**config.mk**
```make
export PLATFORM = sky130hd
export DESIGN_NAME = rt_reply_check
export DESIGN_NICKNAME = d
export VERILOG_FILES = /design/src/rtl/rtv_pkg.sv /design/src/rtl/rtv_ctrl.sv /design/src/rtl/rtv_dp.sv /design/src/rtl/rt_reply_check.sv
export SDC_FILE = /design/constraint.sdc
export NUM_CORES = 1
export LEC_CHECK = 0
export CORE_MARGIN = 2
export CORE_UTILIZATION = 32
export CTS_CLUSTER_DIAMETER = 150
export DETAILED_ROUTE_END_ITERATION = 10
export GPL_TIMING_DRIVEN = 1
export HOLD_SLACK_MARGIN = 0.08
export PLACE_DENSITY_LB_ADDON = 0.12
export SYNTH_ARGS = -nofsm -noshare
export SYNTH_HDL_FRONTEND = slang
export SYNTH_SLANG_ARGS = --single-unit
```
**constraint.sdc**
```tcl
create_clock -name clk -period 2.2 [get_ports clk]
set_input_delay 0.44 -clock clk [delete_from_list [all_inputs] [get_ports clk]]
set_output_delay 0.44 -clock clk [all_outputs]
set_load 0.02 [all_outputs]
```
**src/rtl/rtv_pkg.sv**
```systemverilog
package rtv_pkg;
  localparam int ERR_W    = 9;
  localparam int ERR_TO1  = 0;
  localparam int ERR_TO2  = 1;
  localparam int ERR_SYNC = 2;
  localparam int ERR_MAN  = 3;
  localparam int ERR_PAR  = 4;
  localparam int ERR_BIT  = 5;
  localparam int ERR_ADDR = 6;
  localparam int ERR_WC   = 7;
  localparam int ERR_FLAG = 8;
  localparam int TMR_W    = 8;

  typedef struct packed {
    logic clr;
    logic chkStat;
    logic chkData;
    logic useTx;
    logic setTo1;
    logic setTo2;
    logic setWc;
  } strobe_t;

  typedef enum logic [2:0] {
    S_IDLE, S_STAT1, S_DATA, S_STAT2, S_TAIL
  } state_t;

  function automatic logic [TMR_W-1:0] respLimit(input logic [1:0] sel);
    case (sel)
      2'd0:    respLimit = TMR_W'(18);
      2'd1:    respLimit = TMR_W'(22);
      2'd2:    respLimit = TMR_W'(50);
      default: respLimit = TMR_W'(130);
    endcase
  endfunction
endpackage

```
**src/rtl/rtv_ctrl.sv**
```systemverilog
module rtv_ctrl
  import rtv_pkg::*;
#(
  parameter int WC_W   = 6,
  parameter int GAP_US = 24
) (
  input  logic            clk,
  input  logic            rstN,
  input  logic            usTick,
  input  logic            msgStart,
  input  logic [1:0]      toSel,
  input  logic [WC_W-1:0] expWords,
  input  logic            rtToRt,
  input  logic            wordValid,
  output strobe_t         stb,
  output logic            done
);
  state_t            state, nxt;
  logic [1:0]        selQ;
  logic [WC_W-1:0]   wordsQ, remain;
  logic              rtrtQ;
  logic [TMR_W-1:0]  cnt, curLimit;
  logic              expire, restart, finish;

  always_comb begin
    if (state == S_DATA || state == S_TAIL) curLimit = TMR_W'(GAP_US);
    else                                    curLimit = respLimit(selQ);
  end

  assign expire = usTick && (cnt == curLimit - TMR_W'(1));

  always_comb begin
    stb     = '0;
    nxt     = state;
    finish  = 1'b0;
    restart = 1'b0;
    if (msgStart) begin
      stb.clr = 1'b1;
      restart = 1'b1;
      nxt     = S_STAT1;
    end else begin
      case (state)
        S_STAT1: begin
          if (wordValid) begin
            stb.chkStat = 1'b1;
            stb.useTx   = rtrtQ;
            restart     = 1'b1;
            if (wordsQ != '0) nxt = S_DATA;
            else if (rtrtQ)   nxt = S_STAT2;
            else              nxt = S_TAIL;
          end else if (expire) begin
            stb.setTo1 = 1'b1;
            finish     = 1'b1;
            nxt        = S_IDLE;
          end
        end
        S_DATA: begin
          if (wordValid) begin
            stb.chkData = 1'b1;
            restart     = 1'b1;
            if (remain == WC_W'(1)) nxt = rtrtQ ? S_STAT2 : S_TAIL;
          end else if (expire) begin
            stb.setWc = 1'b1;
            finish    = 1'b1;
            nxt       = S_IDLE;
          end
        end
        S_STAT2: begin
          if (wordValid) begin
            stb.chkStat = 1'b1;
            restart     = 1'b1;
            nxt         = S_TAIL;
          end else if (expire) begin
            stb.setTo2 = 1'b1;
            finish     = 1'b1;
            nxt        = S_IDLE;
          end
        end
        S_TAIL: begin
          if (wordValid) begin
            stb.setWc = 1'b1;
            finish    = 1'b1;
            nxt       = S_IDLE;
          end else if (expire) begin
            finish = 1'b1;
            nxt    = S_IDLE;
          end
        end
        default: nxt = S_IDLE;
      endcase
    end
  end

  always_ff @(posedge clk or negedge rstN) begin
    if (!rstN) begin
      state  <= S_IDLE;
      done   <= 1'b0;
      cnt    <= '0;
      selQ   <= '0;
      wordsQ <= '0;
      remain <= '0;
      rtrtQ  <= 1'b0;
    end else begin
      state <= nxt;
      done  <= finish;
      if (restart)                        cnt <= '0;
      else if (usTick && state != S_IDLE) cnt <= cnt + TMR_W'(1);
      if (msgStart) begin
        selQ   <= toSel;
        wordsQ <= expWords;
        remain <= expWords;
        rtrtQ  <= rtToRt;
      end else if (state == S_DATA && wordValid) begin
        remain <= remain - WC_W'(1);
      end
    end
  end
endmodule

```
**src/rtl/rtv_dp.sv**
```systemverilog
module rtv_dp
  import rtv_pkg::*;
#(
  parameter int ADDR_W = 5,
  parameter int FLAG_W = 11,
  localparam int WORD_W = ADDR_W + FLAG_W
) (
  input  logic              clk,
  input  logic              rstN,
  input  strobe_t           stb,
  input  logic [ADDR_W-1:0] cmdAddr,
  input  logic [ADDR_W-1:0] txAddr,
  input  logic [FLAG_W-1:0] flagMask,
  input  logic              wordSync,
  input  logic              wordManErr,
  input  logic              wordParErr,
  input  logic              wordBitErr,
  input  logic [WORD_W-1:0] wordData,
  output logic [ERR_W-1:0]  errVec
);
  logic [ADDR_W-1:0] cmdQ, txQ, expAddr;
  logic [FLAG_W-1:0] maskQ;
  logic [ERR_W-1:0]  hit;
  logic              anyChk;

  assign anyChk  = stb.chkStat || stb.chkData;
  assign expAddr = stb.useTx ? txQ : cmdQ;

  always_comb begin
    hit           = '0;
    hit[ERR_TO1]  = stb.setTo1;
    hit[ERR_TO2]  = stb.setTo2;
    hit[ERR_WC]   = stb.setWc;
    hit[ERR_SYNC] = (stb.chkStat && !wordSync) || (stb.chkData && wordSync);
    hit[ERR_MAN]  = anyChk && wordManErr;
    hit[ERR_PAR]  = anyChk && wordParErr;
    hit[ERR_BIT]  = anyChk && wordBitErr;
    hit[ERR_ADDR] = stb.chkStat && (wordData[WORD_W-1 -: ADDR_W] != expAddr);
    hit[ERR_FLAG] = stb.chkStat && ((wordData[FLAG_W-1:0] & ~maskQ) != '0);
  end

  always_ff @(posedge clk or negedge rstN) begin
    if (!rstN) begin
      errVec <= '0;
      cmdQ   <= '0;
      txQ    <= '0;
      maskQ  <= '0;
    end else if (stb.clr) begin
      errVec <= '0;
      cmdQ   <= cmdAddr;
      txQ    <= txAddr;
      maskQ  <= flagMask;
    end else begin
      errVec <= errVec | hit;
    end
  end
endmodule

```
**src/rtl/rt_reply_check.sv**
```systemverilog
module rt_reply_check
  import rtv_pkg::*;
#(
  parameter int ADDR_W = 5,
  parameter int FLAG_W = 11,
  parameter int WC_W   = 6,
  parameter int GAP_US = 24,
  localparam int WORD_W = ADDR_W + FLAG_W
) (
  input  logic              clk,
  input  logic              rstN,
  input  logic              usTick,
  input  logic              msgStart,
  input  logic [1:0]        toSel,
  input  logic              rtToRt,
  input  logic [ADDR_W-1:0] cmdAddr,
  input  logic [ADDR_W-1:0] txAddr,
  input  logic [WC_W-1:0]   expWords,
  input  logic [FLAG_W-1:0] flagMask,
  input  logic              wordValid,
  input  logic              wordSync,
  input  logic              wordManErr,
  input  logic              wordParErr,
  input  logic              wordBitErr,
  input  logic [WORD_W-1:0] wordData,
  output logic              done,
  output logic              pass,
  output logic [ERR_W-1:0]  errVec
);
  strobe_t stb;

  rtv_ctrl #(.WC_W(WC_W), .GAP_US(GAP_US)) u_ctrl (
    .clk(clk), .rstN(rstN), .usTick(usTick), .msgStart(msgStart),
    .toSel(toSel), .expWords(expWords), .rtToRt(rtToRt),
    .wordValid(wordValid), .stb(stb), .done(done)
  );

  rtv_dp #(.ADDR_W(ADDR_W), .FLAG_W(FLAG_W)) u_dp (
    .clk(clk), .rstN(rstN), .stb(stb), .cmdAddr(cmdAddr), .txAddr(txAddr),
    .flagMask(flagMask), .wordSync(wordSync), .wordManErr(wordManErr),
    .wordParErr(wordParErr), .wordBitErr(wordBitErr), .wordData(wordData),
    .errVec(errVec)
  );

  assign pass = done && (errVec == '0);
endmodule

```
==> impl_metrics.yaml <==
yosys:
  syn_area_per_cell_um2: 10.65
  synth-main-ff-cell: "sky130_fd_sc_hd__dfrtp_1"
  largest_family_of_logic_cells_by_synthesized_area: "simple AND/OR/NAND/NOR gates"
  post_synth_instance_area_um2: 2855
  syn-instance-count: 268
  synthesized_netlist_net_count: 326
  ys_warn_count: 0
  ys_seq_elements: 57
  yosysSeqAreaShare_pct: 49.96
  yosys.area_share.xor_xnor_pct: 7.011
  synth_compound_gate_area_share_pct: 11.35
  synth_simple_gate_area_share_pct: 15.69
  synth_cell_types: 53
  async_set_reset_flop_share_out_of_synthesis_pct: 100.0
  synth-adder-area-share_pct: 1.315
  synthMuxAreaShare_pct: 10.25
  synth_enable_flop_cells: 0
critical_path:
  worst_path_max_delay_cell: "sky130_fd_sc_hd__dfrtp_1"
  critical_path_arrival_ns: 1.63
  kind_of_critical_path: "flip-flop to output pin"
  worstPathCellList: "nor4_1, and4b_1, dlygate4sd2_1"
  cpPeakStageDelay_ns: 0.39
  critical_path_peak_fanout: 3
  endpoint_kind: "output pin"
  cp_data_required_time_ns: 1.76
  startpoint_type: "flip-flop"
floorplan:
  number_of_cell_rows: 34
  initial_utilization_pct: 32.90
  die_ar_um2: 9694
  fp.dieH_um: 98.46
  placeableCoreArea_um2: 8678
  die_boundary_width_um: 98.46
  num_io_pins: 66
placement:
  placement.cell_area_um2: 3690
  global_placement_routability_congestion: 0.8276
  dpl_worst_slack_ns: 0.02676
  placed_cells_incl_taps: 443
  post-dp-hpwl_um: 4669
  buffer_ports.inserted: 65
global_routing:
  pin_count_of_the_biggest_net_entering_global_routing: 57
  grt_pass1_wl_um: 11070
  globalRouteOverflowTotal: 0
  grt.met3_usage_pct: 5.816
  globalRouteMet2Util_pct: 21.35
  grt.met1_usage_pct: 19.23
  global_route_layer_with_the_greatest_usage: "met2"
  vias_in_the_first_global_route: 2304
  grt.total_usage_pct: 14.46
  grt_antenna_before_repair: 0
clocking:
  cts.reportedPaths.clkPinSlew_ns: 0.06
  master_cell_of_the_clock_root_buffer: "sky130_fd_sc_hd__clkbuf_8"
  insertion_delay_ns: 0.34
  cts_tree: "done"
  htreeDepth: 3
  cts_buffers: 9
  clock_tree.buffer_depth: 2
  tritoncts_num_sinks: 57
finish:
  diodes: 0
  postLayoutCellArea_um2: 3894
  finish.net_count: 405
  final_core_utilization_pct: 44.87
  fin_cells: 459
  final_layout_size_suffix_gt1_share_pct: 17.09
  syn_to_layout_area_delta_pct: 36.37
drt:
  drt_pre_antenna_iters: 4
  detail_route.drc_violations: 0
  viasPerCell: 4.865
  route.vias.total: 2233
  wirelength_routed_um: 6494
  routed_wire_length_per_instance_um: 14.15
  detail_route.iter0.violations: 91
  count_of_nets_left_with_antenna_violations_after_detail_routing: 0
power_and_ir_drop:
  swShare_pct: 25.48
  p_int_mw: 1.952
  power.combinational.fraction_pct: 16.7
  fin_total_pwr_mw: 2.619
  vdd_ir_drop_max_uv: 274.1
  leakage_nw: 1.664
  power.share.sequential_pct: 45.8
  netSwitchingPower_uw: 667.3
  share_of_total_power_in_the_clock_network_pct: 37.4
  p_per_area_nw_per_um2: 672.7
timing:
  fmaxAchievable_ghz: 0.4828
  timing.final.crit_share_pct: 94.16
  layout_min_cycle_time_ns: 2.071
  rsz0062_at_grt: "false"
  timing.final.max_slew_violations: 0
  fin_setup_tns_ns: 0
  setup-violations-final: 0
  post-route-worst-setup-slack_ns: 0.1285
  tightest_slew_ns: 0.6581
  final_hold_viol_count: 0
  slew_headroom_pct: 55.72
  final.setup_skew_ns: 0.009250
  fin_worst_hold_slack_ns: 0.3857
hold_path:
  worst_hold_path_type: "input port to flip-flop"
status:
  outcome: "complete, no violations"
flow_run:
  maxCapViolCount: 0
[final timing paths]
kind / start / to / slack [ns] / depth (start not counted)
worst max register to register: u_ctrl.state[0]$_DFFE_PN0P_ / u_dp.errVec[6]$_DFF_PN0_ / 0.37 / 5
worst min-delay path: msgStart / u_ctrl.state[0]$_DFFE_PN0P_ / 0.39 / 3
worst max-delay path: u_dp.errVec[3]$_DFF_PN0_ / pass / 0.13 / 3
worst min register to register: u_dp.maskQ[4]$_DFFE_PN0P_ / u_dp.maskQ[4]$_DFFE_PN0P_ / 0.50 / 1
min in group asynchronous: rstN / u_ctrl.cnt[3]$_DFFE_PN0P_ / 0.58 / 2
max in group asynchronous: rstN / u_dp.maskQ[3]$_DFFE_PN0P_ / 1.05 / 3
[sequential cells by signal (all words and copies together), names as in the netlist]
name,cells
u_dp.maskQ,11
u_dp.errVec,9
u_ctrl.cnt,8
u_ctrl.remain,6
u_ctrl.wordsQ,6
u_dp.cmdQ,5
u_dp.txQ,5
u_ctrl.state,3
u_ctrl.selQ,2
u_ctrl.done,1
u_ctrl.rtrtQ,1
[cells in the final DEF (no fill, tap or decap), types with 2 or more instances in the layout]
cell type                         count
sky130_fd_sc_hd__nand2b_1             5
sky130_fd_sc_hd__clkbuf_8            11
sky130_fd_sc_hd__o32ai_1              3
sky130_fd_sc_hd__xor2_1              12
sky130_fd_sc_hd__inv_1               21
sky130_fd_sc_hd__nand2_1             15
sky130_fd_sc_hd__dfrtp_1             57
sky130_fd_sc_hd__clkdlybuf4s50_1     62
sky130_fd_sc_hd__or2_1                2
sky130_fd_sc_hd__mux2_2              23
sky130_fd_sc_hd__nor3_1               4
sky130_fd_sc_hd__o41ai_2              2
sky130_fd_sc_hd__a31oi_1              3
sky130_fd_sc_hd__xnor2_1              9
sky130_fd_sc_hd__nand3_1              4
sky130_fd_sc_hd__buf_4               11
sky130_fd_sc_hd__nand4_1              7
sky130_fd_sc_hd__nor2_1              20
sky130_fd_sc_hd__and3_1               2
sky130_fd_sc_hd__nor4_1               6
sky130_fd_sc_hd__ha_1                 3
sky130_fd_sc_hd__mux2i_1              2
sky130_fd_sc_hd__o21ai_0             12
sky130_fd_sc_hd__a311oi_1             2
sky130_fd_sc_hd__buf_2                2
sky130_fd_sc_hd__nor2b_1              3
sky130_fd_sc_hd__a32oi_1              2
sky130_fd_sc_hd__o21ai_1              5
sky130_fd_sc_hd__a21oi_1             10
sky130_fd_sc_hd__clkinv_2             2
[critical path: cells and delay by family (launching register included)]
family                 cells  cell delay (ns)
flip-flops                 1             0.39
buffers and inverters      1             0.33
AND/OR/NAND/NOR            2             0.58
[metal layers]
layer | part of all wire (%) | vias to the layer above
met5 | 0 | -
met4 | 2.0 | 0
met2 | 45 | 55
li1 | - | 1102
met3 | 6.0 | 12
met1 | 47 | 1064
[cell usage after synthesis (all sizes together) (2+ instances only)]
library cell | n | area share (%)
nand3 | 4 | 0.70
nand4b | 2 | 1.1
nor2 | 20 | 2.6
mux2i | 3 | 1.2
o41ai | 2 | 1.1
xnor2 | 10 | 3.3
xor2 | 12 | 3.7
a21oi | 10 | 1.8
a311oi | 2 | 0.61
and3 | 2 | 0.44
a32oi | 2 | 0.61
nor4 | 7 | 1.8
o21ai | 17 | 3.0
nand4 | 7 | 1.5
ha | 3 | 1.3
or2 | 2 | 0.44
mux2 | 23 | 9.1
dfrtp | 57 | 50
nor3 | 4 | 0.70
a31oi | 3 | 0.66
o32ai | 3 | 0.92
inv | 22 | 2.9
clkbuf | 3 | 0.39
buf | 7 | 1.1
nand2 | 15 | 2.0
nor2b | 4 | 0.96
nand2b | 5 | 1.1
[kinds of logic after synthesis]
| logic type | Yosys count |
|---|---|
| buffers and inverters | 32 |
| muxes | 26 |
| AOI/OAI and AO/OA | 48 |
| adders and majority gates | 3 |
| and+or+nand+nor | 80 |
| DFF | 57 |
| xor gates and xnor gates | 22 |
[repair_timing]
action | in CTS | in global routing
hold buffers | 1 | 0
endpoints found under the hold margin | 17 | 0
setup buffers | 0 | 0
endpoints found under the setup margin | 1 | 0
gates resized for setup | 1 | 0
[power by group through the flow]
stage,logic [mW],registers (mW),clock network (mW)
final,0.438,1.20,0.980
after global routing,0.489,1.21,1.07
after CTS,0.447,1.20,1.01
after detailed placement,0.445,1.22,0
after global placement,0.442,1.22,0
after floorplan,0.238,1.20,0
[area by class of cell]
| class | instances | area [um^2] |
|---|---|---|
| clock buffers | 12 | 155.1 |
| clock inverters | 3 | 40.04 |
| fillers | 853 | 4785 |
| inverters | 22 | 82.58 |
| multi-input cells | 179 | 1303 |
| flip-flops and latches | 57 | 1426 |
| well taps | 108 | 135.1 |
| repair buffers | 78 | 752.0 |
(Power assumes the default switching activity.)
